**src/rtl/nbb_pkg.sv**
```systemverilog
package nbb_pkg;

    typedef enum logic [1:0] {
        SQ_IDLE,
        SQ_SETUP,
        SQ_STROBE,
        SQ_HOLD
    } sq_state_e;

    // register offsets on the host bus
    localparam logic [2:0] OFS_DATA = 3'h0;
    localparam logic [2:0] OFS_MODE = 3'h4;
    localparam logic [2:0] OFS_STAT = 3'h5;
    localparam logic [2:0] OFS_ISR  = 3'h6;
    localparam logic [2:0] OFS_IMR  = 3'h7;

    // mode register layout, MSB first
    typedef struct packed {
        logic       wr_permit;
        logic [1:0] ecc_ctl;
        logic       chip_en;
        logic [1:0] power;
        logic       addr_latch;
        logic       cmd_latch;
    } mode_t;

    function automatic logic [7:0] status_byte(input logic busy);
        return {busy, 7'b0};
    endfunction

endpackage

```
**src/rtl/nbb_regs.sv**
```systemverilog
module nbb_regs
    import nbb_pkg::*;
#(
    parameter int SYNC_STAGES = 2
) (
    input  logic       clk,
    input  logic       rst,
    input  logic       wr_en,
    input  logic [2:0] addr,
    input  logic [7:0] wdata,
    output logic [7:0] rd_data,
    input  logic       rdy_in,
    output mode_t      mode,
    output logic       irq
);

    logic [SYNC_STAGES-1:0] sync_q;
    logic                   rdy_s;
    logic                   rdy_prev;
    logic                   rdy_edge;
    logic [3:0]             isr_q;
    logic [3:0]             isr_clr;
    logic [7:0]             imr_q;
    mode_t                  mode_q;

    for (genvar g = 0; g < SYNC_STAGES; g++) begin : g_sync
        logic stage_in;
        if (g == 0) begin : g_first
            assign stage_in = rdy_in;
        end else begin : g_next
            assign stage_in = sync_q[g-1];
        end
        always_ff @(posedge clk) begin
            if (rst) sync_q[g] <= 1'b1;
            else     sync_q[g] <= stage_in;
        end
    end

    assign rdy_s    = sync_q[SYNC_STAGES-1];
    assign rdy_edge = rdy_s & ~rdy_prev;
    assign isr_clr  = (wr_en && addr == OFS_ISR) ? wdata[3:0] : 4'h0;

    always_ff @(posedge clk) begin
        if (rst) begin
            rdy_prev <= 1'b1;
            isr_q    <= 4'h0;
            imr_q    <= 8'h00;
            mode_q   <= '0;
        end else begin
            rdy_prev <= rdy_s;
            isr_q    <= (isr_q & ~isr_clr) | {3'b000, rdy_edge};
            if (wr_en && addr == OFS_IMR)  imr_q  <= wdata;
            if (wr_en && addr == OFS_MODE) mode_q <= mode_t'(wdata);
        end
    end

    always_comb begin
        case (addr)
            OFS_MODE: rd_data = mode_q;
            OFS_STAT: rd_data = status_byte(~rdy_s);
            OFS_ISR:  rd_data = {4'h0, isr_q};
            OFS_IMR:  rd_data = imr_q;
            default:  rd_data = 8'h00;
        endcase
    end

    assign mode = mode_q;
    assign irq  = imr_q[7] & |(isr_q & imr_q[3:0]);

    // a synchronized ready edge is recorded in status bit 0
    p_isr_set_r10: assert property (@(posedge clk) disable iff (rst)
        $rose(rdy_s) |=> isr_q[0]);

    // with the global mask bit clear no interrupt leaves the block
    p_irq_masked_r10: assert property (@(posedge clk) disable iff (rst)
        !imr_q[7] |-> !irq);

    // write-one-to-clear without a coincident edge empties bit 0
    p_isr_clear_r11: assert property (@(posedge clk) disable iff (rst)
        (wr_en && addr == OFS_ISR && wdata[0] && !$rose(rdy_s)) |=> !isr_q[0]);

endmodule

```
**src/rtl/nbb_seq.sv**
```systemverilog
module nbb_seq
    import nbb_pkg::*;
#(
    parameter int STROBE_CLKS = 2,
    parameter int BUS_W       = 16,
    parameter int BYTE_W      = 8
) (
    input  logic              clk,
    input  logic              rst,
    input  logic              start,
    input  logic              wr,
    input  logic              full,
    input  logic [BUS_W-1:0]  wdata,
    input  logic [BYTE_W-1:0] io_in,
    output logic              busy,
    output logic              we_n,
    output logic              re_n,
    output logic [BYTE_W-1:0] io_out,
    output logic              io_oe,
    output logic [BUS_W-1:0]  rd_buf
);

    localparam int NBYTES = BUS_W / BYTE_W;
    localparam int IW     = (NBYTES > 1) ? $clog2(NBYTES) : 1;
    localparam int CW     = $clog2(STROBE_CLKS + 1);
    localparam logic [CW-1:0] CNT_LAST = CW'(STROBE_CLKS - 1);
    localparam logic [IW-1:0] IDX_LAST = IW'(NBYTES - 1);

    sq_state_e        state_q;
    logic [IW-1:0]    idx_q;
    logic [IW-1:0]    last_q;
    logic [CW-1:0]    cnt_q;
    logic             wr_q;
    logic [BUS_W-1:0] wd_q;

    always_ff @(posedge clk) begin
        if (rst) begin
            state_q <= SQ_IDLE;
            idx_q   <= '0;
            last_q  <= '0;
            cnt_q   <= '0;
            wr_q    <= 1'b0;
            wd_q    <= '0;
            rd_buf  <= '0;
        end else begin
            case (state_q)
                SQ_IDLE: if (start) begin
                    state_q <= SQ_SETUP;
                    idx_q   <= '0;
                    last_q  <= full ? IDX_LAST : '0;
                    wr_q    <= wr;
                    wd_q    <= wdata;
                    rd_buf  <= '0;
                end
                SQ_SETUP: begin
                    state_q <= SQ_STROBE;
                    cnt_q   <= '0;
                end
                SQ_STROBE: begin
                    if (cnt_q == CNT_LAST) begin
                        state_q <= SQ_HOLD;
                        if (!wr_q) rd_buf[idx_q*BYTE_W +: BYTE_W] <= io_in;
                    end else begin
                        cnt_q <= cnt_q + 1'b1;
                    end
                end
                SQ_HOLD: begin
                    if (idx_q != last_q) begin
                        idx_q   <= idx_q + 1'b1;
                        state_q <= SQ_SETUP;
                    end else begin
                        state_q <= SQ_IDLE;
                    end
                end
                default: state_q <= SQ_IDLE;
            endcase
        end
    end

    assign busy   = (state_q != SQ_IDLE);
    assign we_n   = !(state_q == SQ_STROBE && wr_q);
    assign re_n   = !(state_q == SQ_STROBE && !wr_q);
    assign io_oe  = busy && wr_q;
    assign io_out = wd_q[idx_q*BYTE_W +: BYTE_W];

    // the two strobes are mutually exclusive
    p_strobe_excl_r6: assert property (@(posedge clk) disable iff (rst)
        we_n || re_n);

    // write data holds still while the write strobe is low
    p_io_stable_r6: assert property (@(posedge clk) disable iff (rst)
        (!we_n && $past(!we_n)) |-> $stable(io_out));

endmodule

```
**src/rtl/nand_hw_bridge.sv**
```systemverilog
module nand_hw_bridge
    import nbb_pkg::*;
#(
    parameter int STROBE_CLKS = 2,
    parameter int SYNC_STAGES = 2
) (
    input  logic        clk,
    input  logic        rst,
    input  logic        bus_req,
    input  logic        bus_we,
    input  logic        bus_hw,
    input  logic [2:0]  bus_addr,
    input  logic [15:0] bus_wdata,
    output logic [15:0] bus_rdata,
    output logic        bus_wait,
    output logic        nand_cle,
    output logic        nand_ale,
    output logic        nand_ce_n,
    output logic        nand_we_n,
    output logic        nand_re_n,
    output logic        nand_wp_n,
    output logic [1:0]  nand_pwr,
    output logic [7:0]  nand_io_out,
    output logic        nand_io_oe,
    input  logic [7:0]  nand_io_in,
    input  logic        nand_rdy,
    output logic        irq
);

    logic        seq_busy;
    logic        accept;
    logic        data_acc;
    logic        reg_wr;
    logic        reg_rd;
    logic [7:0]  reg_rdata;
    logic [15:0] seq_rdata;
    logic [15:0] reg_rd_q;
    logic        sel_seq_q;
    mode_t       mode;

    assign accept   = bus_req && !seq_busy;
    assign data_acc = accept && bus_addr == OFS_DATA;
    assign reg_wr   = accept && bus_we && bus_addr != OFS_DATA;
    assign reg_rd   = accept && !bus_we && bus_addr != OFS_DATA;

    nbb_regs #(.SYNC_STAGES(SYNC_STAGES)) u_regs (
        .clk     (clk),
        .rst     (rst),
        .wr_en   (reg_wr),
        .addr    (bus_addr),
        .wdata   (bus_wdata[7:0]),
        .rd_data (reg_rdata),
        .rdy_in  (nand_rdy),
        .mode    (mode),
        .irq     (irq)
    );

    nbb_seq #(.STROBE_CLKS(STROBE_CLKS), .BUS_W(16), .BYTE_W(8)) u_seq (
        .clk    (clk),
        .rst    (rst),
        .start  (data_acc),
        .wr     (bus_we),
        .full   (bus_hw),
        .wdata  (bus_wdata),
        .io_in  (nand_io_in),
        .busy   (seq_busy),
        .we_n   (nand_we_n),
        .re_n   (nand_re_n),
        .io_out (nand_io_out),
        .io_oe  (nand_io_oe),
        .rd_buf (seq_rdata)
    );

    always_ff @(posedge clk) begin
        if (rst) begin
            reg_rd_q  <= '0;
            sel_seq_q <= 1'b0;
        end else if (data_acc) begin
            sel_seq_q <= 1'b1;
        end else if (reg_rd) begin
            sel_seq_q <= 1'b0;
            reg_rd_q  <= {8'h00, reg_rdata};
        end
    end

    assign bus_rdata = sel_seq_q ? seq_rdata : reg_rd_q;
    assign bus_wait  = seq_busy;
    assign nand_cle  = mode.cmd_latch;
    assign nand_ale  = mode.addr_latch;
    assign nand_ce_n = ~mode.chip_en;
    assign nand_wp_n = mode.wr_permit;
    assign nand_pwr  = mode.power;

    // a strobe is only ever low while the bus is stalled
    p_wait_strobe_r7: assert property (@(posedge clk) disable iff (rst)
        (!nand_we_n || !nand_re_n) |-> bus_wait);

    // pin state cannot change while a transfer is in flight
    p_pins_hold_r8: assert property (@(posedge clk) disable iff (rst)
        bus_wait |=> $stable({nand_cle, nand_ale, nand_ce_n, nand_pwr}));

endmodule

```
**config.mk**
```make
export PLATFORM = sky130hd
export DESIGN_NAME = nand_hw_bridge
export DESIGN_NICKNAME = d
export VERILOG_FILES = /design/src/rtl/nbb_pkg.sv /design/src/rtl/nbb_regs.sv /design/src/rtl/nbb_seq.sv /design/src/rtl/nand_hw_bridge.sv
export SDC_FILE = /design/constraint.sdc
export NUM_CORES = 1
export LEC_CHECK = 0
export ABC_AREA = 0
export ABC_CLOCK_PERIOD_IN_PS = 2200
export BUFFER_PORTS_ARGS = -buffer_cell sky130_fd_sc_hd__buf_2
export CAP_MARGIN = 20
export CELL_PAD_IN_SITES_DETAIL_PLACEMENT = 1
export CELL_PAD_IN_SITES_GLOBAL_PLACEMENT = 1
export CORE_MARGIN = 2
export CORE_UTILIZATION = 43
export CTS_BUF_LIST = sky130_fd_sc_hd__clkbuf_8
export CTS_CLUSTER_SIZE = 10
export DETAILED_ROUTE_END_ITERATION = 8
export HOLD_SLACK_MARGIN = 0.06
export PLACE_DENSITY_LB_ADDON = 0.3
export SLEW_MARGIN = 20
export SYNTH_ARGS = -nofsm -noshare
export SYNTH_HDL_FRONTEND = slang
export SYNTH_SLANG_ARGS = --single-unit
```
**constraint.sdc**
```tcl
create_clock -name clk -period 2.2 [get_ports clk]
set_input_delay 0.44 -clock clk [delete_from_list [all_inputs] [get_ports clk]]
set_output_delay 0.44 -clock clk [all_outputs]
set_load 0.02 [all_outputs]
```
==> insert_results.sql <==
INSERT INTO impl_metrics (metric_group, metric, value, unit) VALUES
('setup_path', 'setup.worst_path.class', 'reg -> out', ''),
('global_route', 'grt_pass1_wl', '17200', 'microns'),
('clocking', 'postCtsSetupRepairBufs', '0', ''),
('clocking', 'tritoncts', 'done', ''),
('synth', 'synth_cells', '412', ''),
('power', 'cellPowerDensity', '777', 'nW/um^2'),
('sta', 'finalHoldWorstSlack', '0.277', 'ns'),
('sta', 'setup_viol_count_final', '0', ''),
('clocking', 'ctsLongestPathBuffers', '2', ''),
('final_layout', 'nets', '508', ''),
('drt', 'detail_route.iter0.violations', '74', ''),
('sta', 'slew_violations', '0', ''),
('sta', 'worst_clock_skew', '0.0127', 'ns'),
('final_layout', 'layout-drive-gt1-share', '0.295', ''),
('floorplanning', 'core_area', '8090', 'sq um'),
('final_layout', 'syn2layout_area_growth', '19.6', '%'),
('synth', 'post_synth_num_cell_types', '42', ''),
('power', 'worst_ir_drop_vdd', '0.000446', 'V'),
('clocking', 'ctsHtreeMaxLevel', '3', ''),
('sta', 'period_share', '0.951', ''),
('floorplanning', 'floorplan.die.width', '94.7', 'microns'),
('setup_path', 'cp.arrival', '1.65', 'ns'),
('power', 'static_power_due_to_leakage', '1.61', 'nW'),
('drt', 'drt-pass1-iter-count', '4', ''),
('sta', 'finalWorstPathRequiredPeriod', '2.09', 'ns'),
('power', 'power.share.sequential', '0.411', ''),
('synth', 'netlist_area', '3540', 'sq um'),
('global_route', 'total_track_usage', '0.244', ''),
('floorplanning', 'die_height', '94.7', 'microns'),
('global_route', 'grt-ovfl-total', '0', ''),
('final_layout', 'most-common-layout-cells', '71 x sky130_fd_sc_hd__dfxtp_1, 67 x sky130_fd_sc_hd__buf_2, 51 x sky130_fd_sc_hd__nand3_1, 42 x sky130_fd_sc_hd__a21oi_1, 36 x sky130_fd_sc_hd__o21ai_0', ''),
('setup_path', 'critPathLaunchType', 'flip-flop', ''),
('floorplanning', 'initial_utilization', '0.437', ''),
('clocking', 'cts_num_sinks', '71', ''),
('place', 'gp_routability_congestion', '0.802', ''),
('place', 'placed_cells', '563', ''),
('sta', 'setup_slack', '0.108', 'ns'),
('clocking', 'cts_made_buffers', '9', ''),
('drt', 'post_drt_wl_per_cell', '17.5', 'microns'),
('clocking', 'clkTransAtPathRegs', '0.07', 'ns'),
('power', 'comb_power_share', '0.186', ''),
('run', 'max-cap-violations', '0', ''),
('floorplanning', 'fp.dieArea', '8970', 'sq um'),
('place', 'placed_area', '3970', 'sq um'),
('synth', 'synth_nets', '451', ''),
('global_route', 'grt_max_degree', '34', ''),
('clocking', 'insertion_delay', '0.35', 'ns'),
('drt', 'drt_drc_violations_left', '0', ''),
('worst_hold_path', 'worstHoldPathType', 'in -> reg', ''),
('final_layout', 'non_filler_instances', '579', ''),
('sta', 'timing.final.hold_violations', '0', ''),
('sta', 'tns', '0', 'ns'),
('synth', 'synth.ff_latch_count', '71', ''),
('power', 'power.switching', '944', 'uW'),
('sta', 'max_clock_freq', '478', 'MHz'),
('synth', 'synth_area_per_cell', '8.59', 'sq um'),
('synth', 'ys_seq_area_frac', '0.402', ''),
('synth', 'ys.warnings.count', '0', ''),
('drt', 'route.final.wire_length', '10200', 'microns'),
('floorplanning', 'row_count', '33', ''),
('status', 'result_of_the_run', 'completed', ''),
('global_route', 'initial_antenna_violation_count', '0', ''),
('place', 'buffer_ports.inserted', '67', ''),
('drt', 'ant_nets', '0', ''),
('final_layout', 'final_core_utilization', '0.523', ''),
('final_layout', 'mostFrequentLayoutCell', 'sky130_fd_sc_hd__dfxtp_1', ''),
('power', 'power.internal', '2.35', 'mW'),
('power', 'switching_share', '0.287', ''),
('global_route', 'number_of_global_route_vias_before_repair', '3506', ''),
('place', 'hpwlAfterDp', '7110', 'microns'),
('floorplanning', 'io-pin-count', '68', ''),
('sta', 'timing.max_slew.rel_slack', '0.570', ''),
('final_layout', 'antenna_cells', '0', ''),
('drt', 'detail_route.vias_per_cell', '5.79', ''),
('place', 'pre_cts_slack', '0.167', 'ns'),
('power', 'total_power', '3.29', 'mW'),
('setup_path', 'critical_path_required', '1.76', 'ns'),
('drt', 'num_vias', '3351', ''),
('final_layout', 'fin_area', '4230', 'sq um'),
('sta', 'timing_worst_slew_pin_value', '0.644', 'ns'),
('sta', 'rsz_0062_raised_after_global_routing', 'false', ''),
('power', 'power.share.clock', '0.403', ''),
('clocking', 'cts_root_buf', 'sky130_fd_sc_hd__clkbuf_8', ''),
('setup_path', 'highest_fanout_seen_on_the_critical_path', '14', ''),
('setup_path', 'crit_path_end_kind', 'primary output', '');
[flip-flops by register name, summed over array words and instances, names as in the netlist]
name / cells
u_seq.rd_buf: 16
u_seq.wd_q: 16
reg_rd_q: 8
u_regs.imr_q: 8
u_regs.mode: 8
u_regs.isr_q: 4
u_seq.cnt_q: 2
u_seq.state_q: 2
sel_seq_q: 1
u_regs.g_sync.stage_in: 1
u_regs.rdy_prev: 1
u_regs.rdy_s: 1
u_seq.idx_q: 1
u_seq.last_q: 1
u_seq.wr_q: 1
[per-layer routing]
| layer | global-route usage | wire length (microns) | vias up |
|---|---|---|---|
| met5 | 0 | 0 | - |
| met4 | 0.109 | 261 | 0 |
| met3 | 0.0343 | 328 | 21 |
| met2 | 0.415 | 5120 | 69 |
| met1 | 0.306 | 4450 | 1653 |
| li1 | - | - | 1608 |
[Yosys cell counts, drive strengths merged]
master   count  area [sq um]
a31oi        2          18.8
clkbuf      26          97.6
buf         12          61.3
dfxtp       71          1420
or3b         1          8.76
mux2        20           225
nand3       51           255
nand3b       1          7.51
o211ai      32           280
a311oi       1          8.76
a32oi        1          8.76
a2111o       1          11.3
a21oi       42           210
a211oi       1          7.51
nor3b        3          22.5
o21ai       36           180
inv          9          33.8
and4         1          10.0
o2bb2ai      8          70.1
nor2b       20           125
nor3         3          20.0
or4b         1          10.0
ha           6          75.1
xor2         1          8.76
a211o        2          27.5
a21boi       1          7.51
nand2b       6          37.5
a21o         1          7.51
nand4        2          12.5
nand2       21          78.8
mux2i        1          10.0
and2        10          62.6
a22oi        9          67.6
or3          1          6.26
or2          5          31.3
nor2         3          11.3
[power by group through the flow]
stage	combinational [mW]	sequential, mW	clock [mW]
after floorplan	0.400	1.37	0
after global placement	0.590	1.38	0
after detailed placement	0.608	1.38	0
after CTS	0.613	1.35	1.34
after global routing	0.686	1.36	1.41
final	0.613	1.35	1.32
[worst paths after layout]
kind | cells past startpoint | endpoint | slack (ns) | start
worst max register to register | 5 | u_seq.rd_buf[5]$_SDFFE_PP0P_ | 0.33 | u_seq.state_q[0]$_SDFFE_PP0P_
worst min-delay path | 2 | u_regs.g_sync[1].stage_in$_SDFF_PP1_ | 0.28 | nand_rdy
worst max-delay path | 2 | nand_io_out[0] | 0.11 | u_seq.idx_q$_SDFFE_PP0P_
worst min register to register | 1 | u_regs.rdy_s$_SDFF_PP1_ | 0.42 | u_regs.g_sync[1].stage_in$_SDFF_PP1_
[cell type report]
type,count,area (sq um)
inverter,9,33.8
tap,105,131
clock buffer,11,151
sequential,71,1420
multi-input combinational,294,1930
timing repair buffer,84,463
clock inverter,5,104
fill,1024,3860
[what timing repair did]
action	CTS	global route
hold buffers	0	0
gates resized for setup	0	1
endpoints found under the setup margin	0	1
endpoints found under the hold margin	0	0
[critical path, cell delays in order, from the launching register on]
cell,delay [ns]
sky130_fd_sc_hd__dfxtp_1,0.74
sky130_fd_sc_hd__mux2_2,0.41
sky130_fd_sc_hd__buf_2,0.16
[logic make-up (layout without fill, tap and decap cells)]
group                      count (synthesis)  count (layout)  synth area share
xor gates and xnor gates                   1               1           0.00248
buffers and inverters                     47             109            0.0545
and+or+nand+nor                          129             129             0.198
AOI/OAI and AO/OA                        137             137             0.256
DFF                                       71              71             0.402
muxes                                     21              21            0.0665
adders and majority gates                  6               6            0.0212
No activity file was read; power rests on OpenSTA's default activity.
